<file path="src/rtl/gpio_port_pkg.sv">
package gpio_port_pkg;
  localparam int unsigned ADDR_W = 3;

  localparam logic [ADDR_W-1:0] A_DATA   = 3'd0;
  localparam logic [ADDR_W-1:0] A_DIR    = 3'd1;
  localparam logic [ADDR_W-1:0] A_PAD    = 3'd2;
  localparam logic [ADDR_W-1:0] A_MASK   = 3'd3;
  localparam logic [ADDR_W-1:0] A_STATUS = 3'd4;
  localparam logic [ADDR_W-1:0] A_SNS_LO = 3'd5;
  localparam logic [ADDR_W-1:0] A_SNS_HI = 3'd6;
  localparam logic [ADDR_W-1:0] A_ANYEDG = 3'd7;

  typedef enum logic [1:0] {
    SENSE_LOW  = 2'b00,
    SENSE_HIGH = 2'b01,
    SENSE_RISE = 2'b10,
    SENSE_FALL = 2'b11
  } sense_e;

  // Per-pin event: any-edge overrides the 2-bit code.
  function automatic logic pin_event(input logic [1:0] code, input logic any,
                                     input logic cur, input logic prev);
    logic hit;
    if (any) hit = cur ^ prev;
    else begin
      case (sense_e'(code))
        SENSE_LOW:  hit = ~cur;
        SENSE_HIGH: hit = cur;
        SENSE_RISE: hit = cur & ~prev;
        default:    hit = ~cur & prev;
      endcase
    end
    return hit;
  endfunction
endpackage

</file>
<file path="src/rtl/gpio_sync.sv">
module gpio_sync #(
  parameter int unsigned W = 32
) (
  input  logic         clk,
  input  logic         rst_n,
  input  logic [W-1:0] d,
  output logic [W-1:0] q
);
  logic [W-1:0] s1, s2;
  logic [1:0]   warm;

  always_ff @(posedge clk or negedge rst_n) begin
    if (!rst_n) begin
      s1   <= '0;
      s2   <= '0;
      warm <= '0;
    end else begin
      s1 <= d;
      s2 <= s1;
      if (warm != 2'd2) warm <= warm + 2'd1;
    end
  end

  assign q = s2;

  // two edges from pad to synchronised value
  a_r4_two_flop: assert property (@(posedge clk) disable iff (!rst_n)
    (warm == 2'd2) |-> (q == $past(d, 2)));
endmodule

</file>
<file path="src/rtl/gpio_detect.sv">
module gpio_detect #(
  parameter int unsigned N = 32
) (
  input  logic           clk,
  input  logic           rst_n,
  input  logic [N-1:0]   cur,
  input  logic [2*N-1:0] sense,
  input  logic [N-1:0]   any_edge,
  output logic [N-1:0]   ev
);
  import gpio_port_pkg::*;

  logic [N-1:0] prev;

  always_ff @(posedge clk or negedge rst_n) begin
    if (!rst_n) prev <= '0;
    else        prev <= cur;
  end

  for (genvar i = 0; i < N; i++) begin : g_pin
    assign ev[i] = pin_event(sense[2*i +: 2], any_edge[i], cur[i], prev[i]);

    // edge-type pins fire only when the synchronised value moved
    a_r6_edge_needs_change: assert property (@(posedge clk) disable iff (!rst_n)
      ((any_edge[i] || sense[2*i+1]) && ev[i]) |-> (cur[i] != prev[i]));
  end
endmodule

</file>
<file path="src/rtl/gpio_status.sv">
module gpio_status #(
  parameter int unsigned N = 32
) (
  input  logic         clk,
  input  logic         rst_n,
  input  logic [N-1:0] ev,
  input  logic [N-1:0] clr,
  input  logic [N-1:0] mask,
  output logic [N-1:0] status,
  output logic         irq
);
  logic live;

  always_ff @(posedge clk or negedge rst_n) begin
    if (!rst_n) begin
      status <= '0;
      irq    <= 1'b0;
      live   <= 1'b0;
    end else begin
      status <= (status & ~clr) | ev;
      irq    <= |(status & mask);
      live   <= 1'b1;
    end
  end

  // every event leaves its status bit set
  a_r7_event_sets: assert property (@(posedge clk) disable iff (!rst_n)
    live |-> ((status & $past(ev)) == $past(ev)));
  // a write-1 without a concurrent event clears the bit
  a_r8_w1c_clears: assert property (@(posedge clk) disable iff (!rst_n)
    live |-> ((status & $past(clr & ~ev)) == '0));
  // interrupt follows masked status one cycle later
  a_r9_irq_reg: assert property (@(posedge clk) disable iff (!rst_n)
    live |-> (irq == |$past(status & mask)));
endmodule

</file>
<file path="src/rtl/gpio_port.sv">
module gpio_port #(
  parameter int unsigned N_PINS = 32
) (
  input  logic                             clk,
  input  logic                             rst_n,
  input  logic                             reg_valid,
  input  logic                             reg_write,
  input  logic [gpio_port_pkg::ADDR_W-1:0] reg_addr,
  input  logic [N_PINS-1:0]                reg_wdata,
  output logic [N_PINS-1:0]                reg_rdata,
  input  logic [N_PINS-1:0]                pad_in,
  output logic [N_PINS-1:0]                pad_out,
  output logic [N_PINS-1:0]                pad_oe,
  output logic                             irq
);
  import gpio_port_pkg::*;

  localparam int unsigned HALF = N_PINS / 2;

  logic [N_PINS-1:0] out_q, dir_q, mask_q, any_q;
  logic [N_PINS-1:0] sns_lo_q, sns_hi_q;
  logic [N_PINS-1:0] pad_sync, ev, status, clr;
  logic [N_PINS-1:0] rd_mux;
  logic              wr_req, rd_req;

  assign wr_req = reg_valid && reg_write;
  assign rd_req = reg_valid && !reg_write;
  assign clr    = (wr_req && reg_addr == A_STATUS) ? reg_wdata : '0;

  always_ff @(posedge clk or negedge rst_n) begin
    if (!rst_n) begin
      out_q <= '0; dir_q <= '0; mask_q <= '0; any_q <= '0;
      sns_lo_q <= '0; sns_hi_q <= '0;
    end else if (wr_req) begin
      case (reg_addr)
        A_DATA:   out_q    <= reg_wdata;
        A_DIR:    dir_q    <= reg_wdata;
        A_MASK:   mask_q   <= reg_wdata;
        A_SNS_LO: sns_lo_q <= reg_wdata;
        A_SNS_HI: sns_hi_q <= reg_wdata;
        A_ANYEDG: any_q    <= reg_wdata;
        default:  ;
      endcase
    end
  end

  gpio_sync #(.W(N_PINS)) u_sync (
    .clk(clk), .rst_n(rst_n), .d(pad_in), .q(pad_sync)
  );

  gpio_detect #(.N(N_PINS)) u_detect (
    .clk(clk), .rst_n(rst_n), .cur(pad_sync),
    .sense({sns_hi_q, sns_lo_q}), .any_edge(any_q), .ev(ev)
  );

  gpio_status #(.N(N_PINS)) u_status (
    .clk(clk), .rst_n(rst_n), .ev(ev), .clr(clr), .mask(mask_q),
    .status(status), .irq(irq)
  );

  always_comb begin
    case (reg_addr)
      A_DATA:   rd_mux = (out_q & dir_q) | (pad_sync & ~dir_q);
      A_DIR:    rd_mux = dir_q;
      A_PAD:    rd_mux = pad_sync;
      A_MASK:   rd_mux = mask_q;
      A_STATUS: rd_mux = status;
      A_SNS_LO: rd_mux = sns_lo_q;
      A_SNS_HI: rd_mux = sns_hi_q;
      default:  rd_mux = any_q;
    endcase
  end

  always_ff @(posedge clk or negedge rst_n) begin
    if (!rst_n)      reg_rdata <= '0;
    else if (rd_req) reg_rdata <= rd_mux;
  end

  assign pad_out = out_q;
  assign pad_oe  = dir_q;

  initial begin
    a_r5_two_halves: assert (2 * HALF == N_PINS);
  end

  // read data changes only after a read request
  a_r10_rdata_hold: assert property (@(posedge clk) disable iff (!rst_n)
    !$past(rd_req) |-> $stable(reg_rdata));
endmodule

</file>
<file path="config.mk">
export PLATFORM = sky130hd
export DESIGN_NAME = gpio_port
export DESIGN_NICKNAME = d
export VERILOG_FILES = /design/src/rtl/gpio_port_pkg.sv /design/src/rtl/gpio_sync.sv /design/src/rtl/gpio_detect.sv /design/src/rtl/gpio_status.sv /design/src/rtl/gpio_port.sv
export SDC_FILE = /design/constraint.sdc
export NUM_CORES = 1
export LEC_CHECK = 0
export BUFFER_PORTS_ARGS = -buffer_cell sky130_fd_sc_hd__buf_2
export CAP_MARGIN = 5
export CORE_MARGIN = 1.5
export CORE_UTILIZATION = 52
export CTS_CLUSTER_DIAMETER = 30
export CTS_CLUSTER_SIZE = 14
export DETAILED_ROUTE_END_ITERATION = 12
export GPL_TIMING_DRIVEN = 0
export PLACE_DENSITY_LB_ADDON = 0.08
export RECOVER_POWER = 100
export SETUP_SLACK_MARGIN = 0.15
export SYNTH_ARGS = -nofsm -noshare
export SYNTH_HDL_FRONTEND = slang
export SYNTH_SLANG_ARGS = --single-unit
</file>
<file path="constraint.sdc">
create_clock -name clk -period 4 [get_ports clk]
set_input_delay 0.6 -clock clk [delete_from_list [all_inputs] [get_ports clk]]
set_output_delay 0.6 -clock clk [all_outputs]
set_load 0.02 [all_outputs]
</file>
==> results.cfg, run 1 <==
[hold_path]
hold_path.class = input pin to flip-flop

[final_layout]
drive_above_1_share = 0.2413
syn_to_final_growth_pct = 24.84
final_area_um2 = 20450
nNetsFinal = 1762
diodes = 0
final_cells = 2087

[pwr]
ir_drop_uv = 426.3
p_leak_uw = 0.009081
power_density_nw_per_um2 = 659.9

[clock_network]
htree_levels = 3
worstSkewPairLatency_ns = 0.59
cts_resized = 0
cts_inserted_buffers = 77
clk_path_buf_depth = 3
hold_buffers = 0
clock_sinks = 353
cts_setup_buffers = 0
cts_tree = done
cts_root_buffer = clkbuf_16
clk_pin_slew_worst_paths_ns = 0.05

[global_route]
grt_usage = 0.3185
overflow = 0
antenna_found_initial = 0
grt_start_max_net_pins = 109
grt_pass1_vias = 12540
grt_first_pass_wirelength_mm = 77.47

[outcome]
failed_checks = capacitance limit, slew limit
status = complete, but fails checks

[floorplanning]
core_area_um2 = 30830
initial_utilization = 0.5314
die_area_um2 = 32580
die_height_um = 180.5
io_pins = 168
rows = 64
die_w_um = 180.5

[yosys]
postSynth.asyncResetShare = 1.000
yosysSeqAreaShare = 0.5392
synth_edf_count = 0
synth_flop_cell = dfrtp_1
syn_area_um2 = 16380
synth.distinct_cells = 42
synth_nets = 1514
synth_cells = 1379
synth_seq_cells = 353
synth_warnings = 0
syn_avg_cell_area_um2 = 11.88

[route]
wl_mm = 51.26
dr.first_iter.drc_count = 1063
ant_nets = 0
wire_per_inst_um = 24.56
drt_first_pass_iters = 5
vias = 12760
viasPerCell = 6.116
route.detailed.drc = 0

[timing]
rsz0062_at_grt = no
slew_headroom = -0.3366
holdWs_ns = 0.1221
clock.fmax_mhz = 345.6
hold_viol = 0
worstMarginPinSlew_ns = 2.005
finalCriticalPeriod_ns = 2.894
slew_violations = 77
skew_ns = 0.02975
finalCritPeriodShare = 0.7235
setup_viol = 0
setup_slack_ns = 1.106

[setup_path]
cp_max_fo = 10
critPathKind = input pin to flip-flop
crit_arrival_ns = 3.34
cp-start-kind = input pin
end_kind = flip-flop
crit_required_ns = 4.45

[place]
dpl.hpwl_mm = 34.90
port_buffers = 166
finalWeightedCongestion = 0.9212
post-place-cells = 1944
placed_cell_area_um2 = 17800
dp_slack_ns = 1.231

[flow_run]
cap_violations = 1
## logic make-up (layout without fill, tap and decap cells)
| family | count (synthesis) | after routing | share of synthesized area |
|---|---|---|---|
| xor+xnor | 30 | 30 | 0.01604 |
| mux | 260 | 260 | 0.1740 |
| fa+ha+maj | 64 | 64 | 0.04888 |
| flops | 353 | 353 | 0.5392 |
| compound gates | 269 | 269 | 0.1130 |
| simple gates | 234 | 234 | 0.06667 |
| buf+inv | 169 | 481 | 0.04231 |
## final timing paths
path                            depth (start not counted)                 endpoint  slack (ns)                          start
worst max-delay path                                    6  pad_out[18]$_DFFE_PN0P_        1.11                    reg_addr[2]
worst min-delay path                                    1   u_sync.s1[3]$_DFF_PN0_        0.12                      pad_in[3]
worst max register to register                          3   u_status.irq$_DFF_PN0_        2.27  u_status.status[26]$_DFF_PN0_
worst min register to register                          0   u_sync.q[19]$_DFF_PN0_        0.33        u_sync.s1[19]$_DFF_PN0_
max in group asynchronous                               3  pad_out[26]$_DFFE_PN0P_        1.68                          rst_n
min in group asynchronous                               1   pad_out[3]$_DFFE_PN0P_        0.58                          rst_n
## cells in the mapped netlist (21+ instances only)
cell | n | share of area
inv_1 | 100 | 0.023
a211oi_1 | 33 | 0.015
xnor2_1 | 29 | 0.016
buf_2 | 38 | 0.012
o22ai_1 | 40 | 0.015
mux2i_1 | 62 | 0.038
nand2_1 | 62 | 0.014
a21oi_1 | 46 | 0.014
mux2_2 | 189 | 0.13
and3_1 | 24 | 0.0092
nor4_1 | 21 | 0.0080
dfrtp_1 | 353 | 0.54
o21ai_0 | 36 | 0.011
clkbuf_1 | 25 | 0.0057
o211ai_1 | 47 | 0.022
ha_1 | 64 | 0.049
nor2_1 | 88 | 0.020
a221o_1 | 30 | 0.018
## report_power, final
group	leakage, uW	switching (uW)	internal [uW]
Sequential	0.00413	694	4160
Clock	0.00137	2020	4770
Combinational	0.00358	1010	843
Total	0.00908	3730	9770
## per-stage QoR
stage | total power, uW | util | TNS (ns)
after floorplan | 5928 | - | 0
after global placement | 6703 | 0.5744 | -1612.25
after detailed placement | 6774 | 0.5774 | 0
after CTS | 13590 | 0.6693 | 0
after global routing | 13980 | 0.6634 | 0
final | 13500 | 0.6634 | 0
## critical path: stages
cell and delay [ns]:
clkbuf_1 0.20, inv_1 0.30, nand3_1 0.17, nor3_1 0.82, clkbuf_1 0.83, mux2_2 0.41
## metal layers
metal  vias up  part of all wire  GRT usage
li1       5486                 -          -
met1      6561              0.43     0.4391
met2       606              0.46     0.4960
met3       111             0.076    0.06002
met4         0             0.035     0.1345
met5         -                 0          0
## placed cells by master (no fill, tap or decap), types with 5 or more instances in the layout
master and instances:
mux2i_1 62, clkinv_2 14, a221oi_1 5, a22oi_1 20, clkbuf_1 162, clkbuf_16 81
mux2_2 189, o21ai_0 36, dfrtp_1 353, a221o_1 30, clkinvlp_4 9, nand2_1 62
xnor2_1 29, and3_1 24, nor3_1 5, a21oi_1 46, mux2_1 9, nor2b_1 9
nand2b_1 9, nor2_1 89, inv_1 101, buf_2 75, bufinv_16 13, o22ai_1 40
nor4_1 21, o211ai_1 47, a211oi_1 33, clkbuf_8 14, ha_1 64
## cell type report
| type | count | area, um^2 |
|---|---|---|
| timing repair buffer | 169 | 788.3 |
| clock inverter | 41 | 586.8 |
| sequential | 353 | 8833 |
| buffer | 68 | 275.3 |
| fill | 2442 | 10380 |
| tap | 396 | 495.5 |
| clock buffer | 102 | 2246 |
| multi-input combinational | 857 | 6849 |
| inverter | 101 | 379.1 |
(Power assumes the default switching activity.)
==> run 2, diff against run 1 <==
- clock period: 4 -> 2.6 ns (I/O delays scaled with it)
==> run 2 against run 1 <==
The flow now finishes without violations. Wire length increased by 0.78%. Worst hold slack improved by 0.0079 ns. Sequential share of layout area decreased by 0.75 points. Highest routed layer unchanged. Combinational power increased by 56%. Cell area increased by 1.8%. Register-to-register slack got worse by 1.4 ns. Largest cell class unchanged. First-iteration DRC count increased by 10%. Non-clock buffer count increased by 33. Flip-flop and latch count unchanged.
==> results.cfg, run 2 (same netlist as run 1, synthesis figures left out) <==
[setup_path]
end_kind = flip-flop
rr_worst_depth = 3
cp_max_fo = 10
ff2ff_setup_slack_ns = 0.87
crit_arrival_ns = 2.80
r2r-end = u_status.irq$_DFF_PN0_
cp-start-kind = input pin
crit_required_ns = 3.08
critPathKind = input pin to flip-flop
reg2reg_from = u_status.status[26]$_DFF_PN0_

[floorplanning]
initial_utilization = 0.5314
die_w_um = 180.5
die_area_um2 = 32580
io_pins = 168
die_height_um = 180.5
rows = 64
core_area_um2 = 30830

[hold_path]
min_to = any_q[2]$_DFFE_PN0P_
min_from = reg_wdata[2]
hold_path.class = input pin to flip-flop
holdPathStages = 2

[clock_network]
hold_buffers = 33
cts_root_buffer = clkbuf_16
cts_resized = 0
cts_inserted_buffers = 77
clk_path_buf_depth = 3
clk_pin_slew_worst_paths_ns = 0.05
clock_sinks = 353
worstSkewPairLatency_ns = 0.58
cts_setup_buffers = 0
cts_tree = done
htree_levels = 3

[route]
drt_first_pass_iters = 6
dr.first_iter.drc_count = 1172
wire_per_inst_um = 24.37
viasPerCell = 6.074
wl_mm = 51.67
route.detailed.drc = 0
vias = 12880
ant_nets = 0

[place]
port_buffers = 166
finalWeightedCongestion = 0.9212
dp_slack_ns = 0.04148
post-place-cells = 1944
dpl.hpwl_mm = 34.90

[pwr]
total_power_uw = 20820
ir_drop_uv = 656.0
p_leak_uw = 0.009266
power_density_nw_per_um2 = 1000

[global_route]
antenna_found_initial = 0
grt_pass1_vias = 12680
grt_first_pass_wirelength_mm = 78.06
overflow = 0
grt_usage = 0.3207
grt_start_max_net_pins = 109

[timing]
hold_viol = 0
finalCritPeriodShare = 0.8926
worstMarginPinSlew_ns = 1.171
setup_viol = 0
slew_headroom = 0.2195
skew_ns = 0.02913
clock.fmax_mhz = 430.9
rsz0062_at_grt = no
holdWs_ns = 0.1300
setup_slack_ns = 0.2793
slew_violations = 0
finalCriticalPeriod_ns = 2.321

[final_layout]
syn_to_final_growth_pct = 27.06
layout_common_cells = dfrtp_1 (353), mux2_2 (189), clkbuf_1 (151)
final_cells = 2120
multi_input_area_um2 = 6854
fillers = 2406
regArea_um2 = 8833
drive_above_1_share = 0.2442
layout_commonest_cell = dfrtp_1
final_util = 0.6752
diodes = 0
nNetsFinal = 1795

[outcome]
status = completed

[flow_run]
cap_violations = 0
-- run 2: how the worst max path moves through the flow --
stage	start	end
6_report	reg_addr[2]	reg_rdata[31]$_DFFE_PN0P_
5_1_grt	reg_addr[2]	pad_out[2]$_DFFE_PN0P_
4_1_cts	reg_addr[2]	reg_rdata[31]$_DFFE_PN0P_
3_5_place_dp	reg_addr[2]	reg_rdata[25]$_DFFE_PN0P_
3_3_place_gp	rst_n	pad_out[22]$_DFFE_PN0P_
2_1_floorplan	reg_addr[2]	pad_oe[23]$_DFFE_PN0P_
-- run 2: routing by layer --
metal  share of wire  wire [um]  GRT usage  vias to the layer above
met5               0          0          0                        -
met4           0.036       1885     0.1314                        0
met3           0.078       4006    0.05922                      127
met2            0.46      23750     0.5025                      621
met1            0.43      22020     0.4419                     6563
li1                -          -          -                     5566
-- run 2: where the power goes --
part | switching (uW) | internal (uW)
registers | 1070 | 6390
logic | 1570 | 1330
clock network | 3120 | 7340
total | 5750 | 15100
-- run 2: cell type report --
cell class | instances | share of cell area
clock buffers | 102 | 0.1079
flip-flops and latches | 353 | 0.4244
repair buffers | 202 | 0.05422
plain buffers | 68 | 0.01407
multi-input cells | 857 | 0.3293
clock inverters | 41 | 0.02819
inverters | 101 | 0.01821
well taps | 396 | 0.02380
-- run 2: stage by stage --
stage          cell area [um^2]  TNS (ns)
4_1_cts                   20970         0
2_1_floorplan             16380         0
3_3_place_gp              17710  -2032.32
3_5_place_dp              17800         0
6_report                  20820         0
5_1_grt                   20820         0
-- run 2: worst max-delay path, cell delays in order --
cell and delay (ns):
clkbuf_1 0.21, inv_1 0.30, clkbuf_1 0.65, clkbuf_1 0.86, o211ai_1 0.21, a21oi_1 0.17
==> run 3, diff against run 2 <==
- CORE_UTILIZATION: 52 -> 54
==> run 3 against run 2 <==
Clock-buffer cell count down 6. Non-clock buffer count unchanged. Register-to-register slack better by 0.02 ns. Wire length up 0.80%. Clock power down 8%. Worst setup slack worse by 0.075 ns. Via count up 0.47%. Critical endpoint is now reg_rdata[22]$_DFFE_PN0P_. Largest power group unchanged. Highest routed layer unchanged.
==> results.cfg, run 3 (same netlist as run 1, synthesis figures left out) <==
[outcome]
status = completed

[final_layout]
syn_to_final_growth_pct = 25.35
diodes = 0
layout_common_cells = dfrtp_1 (353), mux2_2 (188), clkbuf_1 (157)
multi_input_area_um2 = 6854
drive_above_1_share = 0.2350
layout_commonest_cell = dfrtp_1
nNetsFinal = 1792
regArea_um2 = 8833
fillers = 2237

[setup_path]
rr_worst_depth = 3
crit_arrival_ns = 2.87
critPathKind = input pin to flip-flop
critPathLaunch = reg_addr[2]
cp_max_fo = 10
cp_slowest_cell = clkbuf_1
cp_num_buf_inv = 4
cpPeakStageDelay_ns = 0.89
crit_cells = 6
crit_required_ns = 3.08
endpoint = reg_rdata[22]$_DFFE_PN0P_
end_kind = flip-flop
reg2reg_from = u_status.status[26]$_DFF_PN0_
ff2ff_setup_slack_ns = 0.89
crit_family = buffers and inverters
cp-start-kind = input pin
worstPathCellList = clkbuf_1, inv_1, clkbuf_1, clkbuf_1, o211ai_1, a21oi_1
r2r-end = u_status.irq$_DFF_PN0_
critPathMostFrequentCell = clkbuf_1

[timing]
finalCriticalPeriod_ns = 2.396
setup_viol = 0
holdWs_ns = 0.1427
worstMarginPinSlew_ns = 1.114
clock.fmax_mhz = 417.4
rsz0062_at_grt = no
slew_headroom = 0.2575
slew_violations = 0
finalCritPeriodShare = 0.9214
hold_viol = 0
skew_ns = 0.02123

[place]
finalWeightedCongestion = 0.9214
dpl.hpwl_mm = 34.87
port_buffers = 166

[hold_path]
holdPathStages = 2
hold_path.class = input pin to flip-flop
min_from = reg_wdata[2]

[route]
ant_nets = 0
dr.first_iter.drc_count = 1202
viasPerCell = 6.146
wire_per_inst_um = 24.74
wl_mm = 52.08
route.detailed.drc = 0
vias = 12940
drt_first_pass_iters = 5

[global_route]
grt_usage = 0.3386
antenna_found_initial = 0
grt_start_max_net_pins = 111
grt_first_pass_wirelength_mm = 78.28
grt_pass1_vias = 12890
overflow = 0

[floorplanning]
core_area_um2 = 29720
io_pins = 168
initial_utilization = 0.5513
die_height_um = 177.2
die_area_um2 = 31390
rows = 63
die_w_um = 177.2

[clock_network]
cts_root_buffer = clkbuf_16
cts_tree = done
cts_inserted_buffers = 74
clock_sinks = 353
clk_pin_slew_worst_paths_ns = 0.05
cts_resized = 0
clk_path_buf_depth = 3
htree_levels = 3
worstSkewPairLatency_ns = 0.58

[flow_run]
cap_violations = 0

[pwr]
total_power_uw = 20050
ir_drop_uv = 599.2
p_leak_uw = 0.009103
power_density_nw_per_um2 = 976.5
[run 3: changes by cell type in the layout (fill, tap and decap cells not counted), sizes merged]
| cell | previous run | this run |
|---|---|---|
| clkbuf | 249 | 247 |
| buf | 90 | 86 |
| clkinv | 17 | 12 |
| clkinvlp | 9 | 11 |
| inv | 103 | 106 |
| bufinv | 13 | 10 |
[run 3: power breakdown]
group	leakage (uW)	switching [uW]	total, uW	internal [uW]
registers	0.00413	1080	7470	6390
logic	0.00373	1580	2910	1330
clock network	0.00124	3080	9670	6600
[run 3: layout make-up]
class                   instances  area share
multi-input cells             857      0.3338
clock buffers                  96      0.1006
plain buffers                  68     0.01389
repair buffers                202     0.05423
flip-flops and latches        353      0.4301
well taps                     390     0.02376
inverters                     101     0.01846
clock inverters                38     0.02516
[run 3: what timing repair did]
item,in CTS,in global routing
hold endpoints to repair,105,0
hold buffers,33,0
buffers inserted,0,0
endpoints found under the setup margin,0,0
[run 3: worst min-delay path by stage]
stage	to	slack [ns]
final	any_q[2]$_DFFE_PN0P_	0.14
after floorplan	any_q[0]$_DFFE_PN0P_	0.09
after global routing	any_q[19]$_DFFE_PN0P_	0.15
after CTS	any_q[2]$_DFFE_PN0P_	0.12
after detailed placement	u_sync.q[12]$_DFF_PN0_	0.33
after global placement	u_sync.q[21]$_DFF_PN0_	0.33
[run 3: per-layer routing]
layer	GRT usage	vias to the layer above	wire length (um)
met5	0	-	0
met4	0.1321	0	1996
met3	0.07904	146	4308
met2	0.5283	618	24010
met1	0.4585	6627	21770
li1	-	5546	-
[run 3: per-stage QoR]
step / setup TNS, ns / instances / setup WS, ns / utilization / instance area (um^2)
2_1_floorplan: 0 / 1379 / 0.9016 / - / 16380
3_3_place_gp: -2019.79 / 1935 / -5.760 / 0.5957 / 17700
3_5_place_dp: -0.04733 / 1938 / -0.04733 / 0.5988 / 17790
4_1_cts: 0 / 2105 / 0.5273 / 0.6968 / 20710
5_1_grt: 0 / 2105 / 0.2435 / 0.6910 / 20540
6_report: 0 / 2105 / 0.2044 / 0.6910 / 20540
[run 3: worst reg2reg max path, cell delays in order (launching register included)]
cell,delay (ns)
dfrtp_1,0.42
a22oi_1,0.29
nand4_1,0.19
or4_1,0.65
